File: config.mk
export PLATFORM = sky130hd
export DESIGN_NAME = irq_pin_router
export DESIGN_NICKNAME = d
export VERILOG_FILES = /design/src/rtl/irq_router_pkg.sv /design/src/rtl/irq_pin_slot.sv /design/src/rtl/irq_lowest_pick.sv /design/src/rtl/irq_pin_router.sv
export SDC_FILE = /design/constraint.sdc
export NUM_CORES = 1
export LEC_CHECK = 0
export BUFFER_PORTS_ARGS = -buffer_cell sky130_fd_sc_hd__buf_2
export CAP_MARGIN = 20
export CORE_AREA = 2 2 105 86
export DETAILED_ROUTE_END_ITERATION = 12
export DIE_AREA = 0 0 107 88
export HOLD_SLACK_MARGIN = 0.05
export PLACE_DENSITY = 0.49
export SLEW_MARGIN = 10
export SYNTH_ARGS = -nofsm -noshare
export SYNTH_HDL_FRONTEND = slang
export SYNTH_SLANG_ARGS = --single-unit
File: constraint.sdc
create_clock -name clk -period 1.8 [get_ports clk]
set_input_delay 0.36 -clock clk [delete_from_list [all_inputs] [get_ports clk]]
set_output_delay 0.36 -clock clk [all_outputs]
set_load 0.02 [all_outputs]
File: src/rtl/irq_router_pkg.sv
package irq_router_pkg;
  localparam logic TRIG_EDGE  = 1'b0;
  localparam logic TRIG_LEVEL = 1'b1;

  function automatic int idx_width(input int n);
    return (n > 1) ? $clog2(n) : 1;
  endfunction
endpackage

File: src/rtl/irq_pin_slot.sv
module irq_pin_slot
  import irq_router_pkg::*;
#(
  parameter int VEC_W = 8
) (
  input  logic             clk,
  input  logic             rst,
  input  logic             line,
  input  logic             pol,
  input  logic             trig,
  input  logic             msk,
  input  logic [VEC_W-1:0] vec,
  input  logic             eoi_valid,
  input  logic [VEC_W-1:0] eoi_vector,
  input  logic             served,
  input  logic             accepted,
  output logic             want
);
  logic eff, prev_q, pend_q, pend_d, rirr_q, rirr_d, rise, eoi_hit;

  assign eff     = line ^ pol;
  assign rise    = eff & ~prev_q;
  assign eoi_hit = eoi_valid && (vec == eoi_vector) && (trig == TRIG_LEVEL);

  always_comb begin
    if (trig == TRIG_LEVEL)       pend_d = eff;
    else if (rise)                pend_d = 1'b1;
    else if (!eff)                pend_d = 1'b0;
    else if (served || msk)       pend_d = 1'b0;
    else                          pend_d = pend_q;
  end

  always_comb begin
    if (served && accepted && trig == TRIG_LEVEL) rirr_d = 1'b1;
    else if (eoi_hit)                             rirr_d = 1'b0;
    else                                          rirr_d = rirr_q;
  end

  always_ff @(posedge clk) begin
    if (rst) begin
      prev_q <= 1'b0;
      pend_q <= 1'b0;
      rirr_q <= 1'b0;
    end else begin
      prev_q <= eff;
      pend_q <= pend_d;
      rirr_q <= rirr_d;
    end
  end

  assign want = pend_q && !msk && ((trig == TRIG_EDGE) || !rirr_q);
endmodule

File: src/rtl/irq_lowest_pick.sv
module irq_lowest_pick #(
  parameter int N     = 8,
  parameter int IDX_W = 3
) (
  input  logic [N-1:0]     want,
  output logic             any,
  output logic [IDX_W-1:0] idx
);
  always_comb begin
    any = 1'b0;
    idx = '0;
    for (int i = N - 1; i >= 0; i--) begin
      if (want[i]) begin
        any = 1'b1;
        idx = IDX_W'(i);
      end
    end
  end
endmodule

File: src/rtl/irq_pin_router.sv
module irq_pin_router
  import irq_router_pkg::*;
#(
  parameter int NPINS = 8,
  parameter int VEC_W = 8,
  localparam int IDX_W = idx_width(NPINS)
) (
  input  logic                   clk,
  input  logic                   rst,
  input  logic [NPINS-1:0]       pin_level,
  input  logic [NPINS-1:0]       polarity,
  input  logic [NPINS-1:0]       trig_level,
  input  logic [NPINS-1:0]       mask,
  input  logic [NPINS*VEC_W-1:0] vec_flat,
  input  logic                   eoi_valid,
  input  logic [VEC_W-1:0]       eoi_vector,
  output logic                   req_valid,
  input  logic                   req_ready,
  input  logic                   req_accepted,
  output logic [IDX_W-1:0]       req_pin
);
  logic [NPINS-1:0] want;
  logic             xfer;

  assign xfer = req_valid && req_ready;

  for (genvar g = 0; g < NPINS; g++) begin : g_pin
    irq_pin_slot #(.VEC_W(VEC_W)) u_slot (
      .clk        (clk),
      .rst        (rst),
      .line       (pin_level[g]),
      .pol        (polarity[g]),
      .trig       (trig_level[g]),
      .msk        (mask[g]),
      .vec        (vec_flat[g*VEC_W +: VEC_W]),
      .eoi_valid  (eoi_valid),
      .eoi_vector (eoi_vector),
      .served     (xfer && (req_pin == IDX_W'(g))),
      .accepted   (req_accepted),
      .want       (want[g])
    );
  end

  irq_lowest_pick #(.N(NPINS), .IDX_W(IDX_W)) u_pick (
    .want (want),
    .any  (req_valid),
    .idx  (req_pin)
  );
endmodule

* Word level (Yosys, flattened, before mapping)
Index checks and enable logic that the tools add are counted.
** Operators by class
- Multiplexer cells :: 64
- Multipliers :: 0
- $lt $le $gt $ge :: 0
- Div/mod/pow operators :: 0
- Reduce and logical (&&, ||, !) cells :: 98
- Bitwise logic cells :: 32
- Shift-type cells :: 0
- $add $sub $neg :: 0
- Eq/ne operators :: 23
** Operators with widths (number)
- equality test 8 bit :: 8
- logical AND 1 bit :: 57
- two-way mux 1 bit :: 56
- != test 4 bit (second input constant) :: 8
- two-way mux 3 bit :: 8
- zero test 1 bit :: 16
- logical OR 1 bit :: 16
- inverter 1 bit :: 16
- nonzero test 2 bit :: 8
- equality test 3 bit (second input constant) :: 4
- AND 1 bit :: 8
- bitwise XOR 1 bit :: 8
- equality test 3 x 2 -> 1 bit (second input constant) :: 2
- equality test 3 x 1 -> 1 bit (second input constant) :: 1
- zero test 3 bit :: 1
** Word-level totals
- RAM bits :: 0
- Logic and storage cells :: 241
- Output and inout port bits :: 4
- Bits in read-only memories :: 0
- Register bits :: 24
- Bits in latches :: 0
- Memories kept :: 0

* Longest topological paths before layout
Gate-level depths: netlist of run 1.
- Depth in word-level cells :: 18
- Gate-level depth with buffers :: 6
- Depth with buffers taken out :: 6

* Modules after synthesis
A second synthesis of run 1 with hierarchy kept.
** Second synthesis, totals
- Cells, all modules :: 226
- Area total of the unflattened synthesis :: 1910.6 sq um
** By module, submodules not included
- irq_pin_slot :: area an instance 217.7 sq um, instances 8, cells each 25
- irq_pin_router :: area an instance 88.8 sq um, instances 1, cells each 13
- irq_lowest_pick :: area an instance 80.1 sq um, instances 1, cells each 13

* Worst setup path after synthesis of run 1
No wires, ideal clock.
- Path kind :: input port to output port
- Start :: input mask[6]
- End :: output req_pin[0]
- Arrival time :: 1474 ps
- Required time :: 1440 ps
- Slack :: -34 ps
- Stages on the path :: 4
- Cell sequence :: and2b_1 > a211o_1 > a311oi_1 > o21a_1
** On the way
- Cells in the longest elaborated chain, start to end :: 10
** RTL lines
- from (decl) :: line irq_pin_router.sv:13 : input logic [NPINS-1:0] mask,
- zero test 1 bit :: line irq_pin_slot.sv:51 : assign want = pend_q && !msk && ((trig == TRIG_EDGE) || !rirr_q);
- logical AND 1 bit (2 in a row) :: line irq_pin_slot.sv:51
- two-way mux 3 bit (7 in a row) :: line irq_lowest_pick.sv:13 : if (want[i]) begin
- to (decl) :: line irq_pin_router.sv:20 : output logic [IDX_W-1:0] req_pin
Every way passes these cells.

* Worst setup path after layout of run 1
- Start :: register g_pin[6].u_slot.pend_q
- End :: output req_pin[0]
** On the way
- Cells in the longest elaborated chain, start to end :: 9
** RTL lines
- from (decl) :: line irq_pin_slot.sv:19 : logic eff, prev_q, pend_q, pend_d, rirr_q, rirr_d, rise, eoi_hit;
- from (signal assigned) :: line irq_pin_slot.sv:46 : pend_q <= pend_d;
- logical AND 1 bit (2 in a row) :: line irq_pin_slot.sv:51
- two-way mux 3 bit (7 in a row) :: line irq_lowest_pick.sv:13
Every way passes these cells.

==> impl_metrics.env, run 1 <==
export IMPL_status="complete, but fails checks"
export IMPL_violations="setup timing"
export IMPL_antenna_found_initial=0
export IMPL_clkPwrFrac_pct=21.1
export IMPL_power_density_mw_per_mm2=512
export IMPL_viasPerCell=4.42
export IMPL_critPathCaptureType="output port"
export IMPL_cp_data_arrival_time_ns=1.66
export IMPL_yosysWarnings=0
export IMPL_fin_worst_skew_ns=0.00454
export IMPL_pwr_share_seq_pct=37.8
export IMPL_cp_required_ns=1.44
export IMPL_grt_util_all_layers_pct=14.1
export IMPL_synth_compound_area_share_pct=20.5
export IMPL_yosys_area_share_simple_pct=17.4
export IMPL_synth_xor_area_share_pct=32.1
export IMPL_cts_root_buffer="clkbuf_8"
export IMPL_start_kind="flip-flop"
export IMPL_netlist_instances=230
export IMPL_core_mm2=0.00837
export IMPL_fin_area_mm2=0.00296
export IMPL_area_delta_synth_final_pct=50.6
export IMPL_synth_mux_area_share_pct=0
export IMPL_dieHeight_um=88
export IMPL_grt_pass1_wl_um=10400
export IMPL_hpwl_um=5670
export IMPL_critPathMaxFanout=3
export IMPL_maxSlewHeadroom_pct=71.7
export IMPL_ys_flop_type="dfxtp_1"
export IMPL_synth_fp_nets=339
export IMPL_synth_top_family_by_area="XOR/XNOR gates"
export IMPL_finalMaxSlewViolations=0
export IMPL_grt_max_degree=13
export IMPL_yosys_area_top_type="xnor2_1"
export IMPL_port_buffers=112
export IMPL_synth_area_mm2=0.00197
export IMPL_timing_fmax_mhz=494
export IMPL_ctsLongestPathBuffers=2
export IMPL_finalWorstSetupSlack_ns=-0.224
export IMPL_clock_sinks=24
export IMPL_rsz0062_at_grt="true"
export IMPL_p_comb_share_pct=41.1
export IMPL_placed_cell_area_mm2=0.00286
export IMPL_clk_latency_ns=0.26
export IMPL_ir_worst_vdd_v=0.000278
export IMPL_async_flop_share_pct=0
export IMPL_die_w_um=107
export IMPL_ctsHoldBuffers=0
export IMPL_initial_core_util_pct=23.5
export IMPL_min_path_type="primary input to flip-flop"
export IMPL_num_antenna_cells=0
export IMPL_drt_total_wl_um=6560
export IMPL_setup_violations=2
export IMPL_synth_adder_area_share_pct=0
export IMPL_tritoncts="done"
export IMPL_maxCapViolCount=0
export IMPL_antenna_left=0
export IMPL_vias=2131
export IMPL_fin_crit_ns=2.02
export IMPL_synth_edf_count=0
export IMPL_synth_seq_cells=24
export IMPL_synth_most_common_cell="xnor2_1"
export IMPL_ys_seq_area_share_pct=24.4
export IMPL_total_power_w=0.00152
export IMPL_drtIter0Drc=57
export IMPL_critical_path_class="flip-flop to output port"
export IMPL_final_nets=481
export IMPL_drcViolationCount=0
export IMPL_p_sw_share_pct=31.5
export IMPL_synth_area_leaders="xnor2_1 (25%), dfxtp_1 (24%), xor2_1 (6.7%), a41oi_1 (4.5%), nand2_1 (3.6%)"
export IMPL_hold_viol=0
export IMPL_rows=30
export IMPL_synth_top_area_share_pct=25.4
export IMPL_dr_pass1_iters=4
export IMPL_cts_buffers=3
export IMPL_switching_power_w=0.000478
export IMPL_dieArea_mm2=0.00942
export IMPL_detail_route_wl_per_cell_um=13.6
export IMPL_synth_common_cells="xnor2_1 (57), dfxtp_1 (24), nand2_1 (19), xor2_1 (15)"
export IMPL_timing_final_crit_share_pct=112
export IMPL_ys_types=40
export IMPL_tightest_slew_ns=0.421
export IMPL_path_clk_slew_ns=0.09
export IMPL_place_gp_congestion=0.792
export IMPL_avgSynthCellArea_um2=8.55
export IMPL_power_internal_w=0.00104
export IMPL_post_route_util_pct=35.4
export IMPL_p_leak_nw=1.34
export IMPL_io_pins=113
export IMPL_htree_levels=1
export IMPL_grt_pass1_vias=2087
export IMPL_drive_gt1_share_pct=44.3
export IMPL_grt_ovfl_total=0
## registers in the layout, indices dropped and copies added (netlist names)
name and cells:
g_pin.u_slot.pend_q 8, g_pin.u_slot.rirr_q 8, g_pin.u_slot.prev_q 8
## timing repair
item / 4_1_cts / 5_1_grt
resized for setup: 5 / 6
gates cloned: 0 / 0
setup buffers: 2 / 1
pin swaps: 3 / 1
endpoints found under the setup margin: 6 / 12
## final timing paths
kind / endpoint / slack, ns / depth (start not counted) / from
worst min-delay path: g_pin[4].u_slot.prev_q$_SDFF_PP0_ / 0.37 / 3 / pin_level[4]
worst max-delay path: req_pin[0] / -0.22 / 5 / g_pin[6].u_slot.pend_q$_SDFFE_PP0P_
worst max register to register: g_pin[6].u_slot.rirr_q$_SDFFE_PP0P_ / 0 / 7 / g_pin[6].u_slot.pend_q$_SDFFE_PP0P_
worst min register to register: g_pin[4].u_slot.pend_q$_SDFFE_PP0P_ / 0.47 / 1 / g_pin[4].u_slot.prev_q$_SDFF_PP0_
## power by group through the flow
stage	clock network [W]	registers [W]	logic, W
global placement	0	0.000585	0.000594
CTS	0.000333	0.000573	0.000620
finish	0.000320	0.000573	0.000623
global route	0.000350	0.000577	0.000683
detailed placement	0	0.000585	0.000599
floorplan	0	0.000582	0.000324
## placed cells by master, fill, tap and decap left out, types with 3 or more instances in the layout
cell type	Yosys	final
a21oi_1	3	3
o21ai_0	5	5
a41o_1	5	5
nand3_1	6	6
inv_1	10	10
xnor2_1	57	57
nor2_1	11	11
a21o_1	3	3
buf_2	8	110
nand4_1	11	11
a41oi_1	10	8
clkbuf_8	0	3
nand2_1	19	18
xor2_1	15	15
o31a_1	5	5
nand2b_1	5	5
buf_4	0	38
nor4_1	5	5
dfxtp_1	24	23
## cells by family (layout without fill, tap and decap cells)
logic type,Yosys count,after routing
xor+xnor,72,72
compound gates,46,46
buf+inv,22,162
flops,24,24
simple gates,66,66
## critical path, stage by stage, from the launching register on
cell,delay (ns)
dfxtp_1,0.31
and2b_1,0.17
a211o_1,0.31
a311oi_2,0.29
o21a_1,0.19
buf_6,0.13
## per-stage QoR
| stage | cells | TNS (ns) | hold slack, ns | setup slack (ns) |
|---|---|---|---|---|
| global placement | 476 | -1.27 | 0.458 | -0.182 |
| CTS | 481 | -0.328 | 0.365 | -0.200 |
| floorplan | 230 | 0 | 0.444 | 0.0361 |
| detailed placement | 476 | -1.41 | 0.461 | -0.200 |
| global route | 482 | -0.762 | 0.372 | -0.297 |
| finish | 482 | -0.343 | 0.366 | -0.224 |
## routing by layer
| metal | vias up | GRT usage, % | part of all wire [%] |
|---|---|---|---|
| met5 | - | 0 | 0 |
| met4 | 0 | 1.89 | 0.64 |
| met3 | 4 | 2.60 | 5.5 |
| met2 | 69 | 22.4 | 43 |
| met1 | 959 | 20.4 | 51 |
| li1 | 1099 | - | - |
## layout make-up
class	count	area (um2)
sequential	24	482
multi-input combinational	184	1410
timing repair buffer	149	847
inverter	10	37.5
clock buffer	3	41.3
tap	112	140
fill	914	5410
Note: power is estimated with default switching activity, not from simulation.
==> run 2, diff against run 1 <==
CORE_AREA = 2 2 94 96   (was 2 2 105 86)
DIE_AREA = 0 0 96 98   (was 0 0 107 88)
HOLD_SLACK_MARGIN = 0.08   (was 0.05)
==> run 2 against run 1 <==
Effect of this change: the run still ends with setup timing left; setup slack better by 0.032 ns; critical path type unchanged; sequential share of layout area is 0.13 points higher; non-clock buffer count is 2 lower; count of clock-buffer cells in the layout stayed put; die area hardly changed; sequential power hardly changed; register-to-register slack better by 0.04 ns; power is 0.32% lower; critical path depth stayed put; hold slack worse by 0.0031 ns; sequential cell count stayed put; first-iteration DRC count is 58% higher.
==> impl_metrics.env, run 2 (synthesis results as in run 1) <==
export IMPL_post_route_util_pct=34.7
export IMPL_fin_crit_ns=1.99
export IMPL_pwr_share_seq_pct=38.0
export IMPL_violations="setup timing"
export IMPL_power_internal_w=0.00103
export IMPL_rows=34
export IMPL_initial_core_util_pct=23.2
export IMPL_drcViolationCount=0
export IMPL_p_comb_share_pct=41.3
export IMPL_critPathMaxFanout=3
export IMPL_place_gp_congestion=0.818
export IMPL_p_leak_nw=1.34
export IMPL_cp_data_arrival_time_ns=1.63
export IMPL_stdcell_count=476
export IMPL_tightest_slew_ns=0.451
export IMPL_hold_viol=0
export IMPL_clk_latency_ns=0.26
export IMPL_total_power_w=0.00151
export IMPL_finalWorstSetupSlack_ns=-0.192
export IMPL_dr_pass1_iters=4
export IMPL_place_ws_ns=-0.182
export IMPL_path_clk_slew_ns=0.08
export IMPL_cts_buffers=3
export IMPL_io_pins=113
export IMPL_maxCapViolCount=0
export IMPL_setup_tns_ns=-0.314
export IMPL_drtIter0Drc=90
export IMPL_p_sw_share_pct=31.6
export IMPL_grt_util_all_layers_pct=14.8
export IMPL_timing_critical_path_buf_inv=1
export IMPL_grt_max_degree=13
export IMPL_start_kind="flip-flop"
export IMPL_cp_top_family="compound AO/OA/AOI/OAI gates"
export IMPL_ctsHoldBuffers=0
export IMPL_viasPerCell=4.53
export IMPL_timing_final_crit_share_pct=111
export IMPL_cpPeakStageDelay_ns=0.32
export IMPL_drt_total_wl_um=6820
export IMPL_reg_top3="g_pin.u_slot.pend_q x8, g_pin.u_slot.prev_q x8, g_pin.u_slot.rirr_q x8"
export IMPL_htree_levels=1
export IMPL_post_place_cells=470
export IMPL_critical_path_class="flip-flop to output port"
export IMPL_clock_sinks=24
export IMPL_drive_gt1_share_pct=44.0
export IMPL_antenna_found_initial=0
export IMPL_final_nets=479
export IMPL_port_buffers=112
export IMPL_final_cell_mix="buf_2 (110), xnor2_1 (57), buf_4 (36), dfxtp_1 (23), nand2_1 (18)"
export IMPL_grt_pass1_vias=2280
export IMPL_cts_root_buffer="clkbuf_8"
export IMPL_core_mm2=0.00847
export IMPL_vias=2157
export IMPL_cpMaxStageDelayCell="a211o_1"
export IMPL_switching_power_w=0.000477
export IMPL_dieHeight_um=98
export IMPL_ir_worst_vdd_v=0.000222
export IMPL_status="complete, but fails checks"
export IMPL_timing_fmax_mhz=502
export IMPL_ctsLongestPathBuffers=2
export IMPL_fillers=928
export IMPL_critPathCaptureType="output port"
export IMPL_die_w_um=96
export IMPL_min_path_type="primary input to flip-flop"
export IMPL_setup_violations=2
export IMPL_cp_required_ns=1.44
export IMPL_hpwl_um=5780
export IMPL_tritoncts="done"
export IMPL_maxSlewHeadroom_pct=69.6
export IMPL_regToRegStartpoint="g_pin[6].u_slot.pend_q$_SDFFE_PP0P_"
export IMPL_area_delta_synth_final_pct=49.4
export IMPL_clkPwrFrac_pct=20.7
export IMPL_dieArea_mm2=0.00941
export IMPL_crit_chain="and2b_1, a211o_1, a311oi_2, o21a_1, buf_6"
export IMPL_rsz0062_at_grt="true"
export IMPL_antenna_left=0
export IMPL_power_density_mw_per_mm2=514
export IMPL_final_common_cell="buf_2"
export IMPL_fin_worst_skew_ns=0.00441
export IMPL_num_antenna_cells=0
export IMPL_min_from="pin_level[7]"
export IMPL_cp_startpoint="g_pin[6].u_slot.pend_q$_SDFFE_PP0P_"
export IMPL_finalMaxSlewViolations=0
export IMPL_grt_pass1_wl_um=11000
export IMPL_grt_ovfl_total=0
export IMPL_detail_route_wl_per_cell_um=14.3
run 2: cell count changes in the layout (fill, tap and decap cells not counted), sizes merged:
cell,previous run,this run
buf,149,147
run 2: worst paths after layout:
check	end	slack, ns	cells past startpoint
worst max-delay path	req_pin[0]	-0.19	5
worst min-delay path	g_pin[7].u_slot.prev_q$_SDFF_PP0_	0.36	3
worst max register to register	g_pin[6].u_slot.rirr_q$_SDFFE_PP0P_	0.04	7
worst min register to register	g_pin[5].u_slot.pend_q$_SDFFE_PP0P_	0.48	1
run 2: timing repair:
item	4_1_cts	5_1_grt
hold endpoints to repair	0	0
pin swaps	3	2
setup buffers	2	1
endpoints found under the setup margin	5	12
resized for setup	7	4
run 2: cell type report:
type	instances	area, um2	area share (%)
tap	108	135	4.60
sequential	24	482	16.4
clock buffer	3	41.3	1.41
multi-input combinational	184	1410	48.0
timing repair buffer	147	832	28.3
inverter	10	37.5	1.28
run 2: power groups by stage:
stage / registers, W / clock network (W) / logic, W
5_1_grt: 0.000578 / 0.000351 / 0.000685
2_1_floorplan: 0.000582 / 0 / 0.000324
3_3_place_gp: 0.000585 / 0 / 0.000593
6_report: 0.000574 / 0.000313 / 0.000624
3_5_place_dp: 0.000585 / 0 / 0.000603
4_1_cts: 0.000573 / 0.000331 / 0.000626
run 2: metrics by stage:
stage,area [um2],hold slack [ns]
3_3_place_gp,2840,0.456
2_1_floorplan,1970,0.444
6_report,2940,0.363
4_1_cts,2910,0.363
5_1_grt,2940,0.372
3_5_place_dp,2840,0.461
run 2: per-layer routing:
metal,GRT usage [%],up-vias,wire length (um)
met4,3.41,0,70
met2,24.9,85,3210
met1,19.0,970,2960
met3,3.55,6,578
li1,-,1096,-
met5,0,-,0
run 2: worst reg2reg max path, cell delays in order, from the launching register on:
cell and delay [ns]:
dfxtp_1 0.30, and2b_1 0.18, a211o_1 0.32, a311oi_2 0.26, buf_4 0.17, nor4_2 0.04
buf_4 0.15, a41o_2 0.25
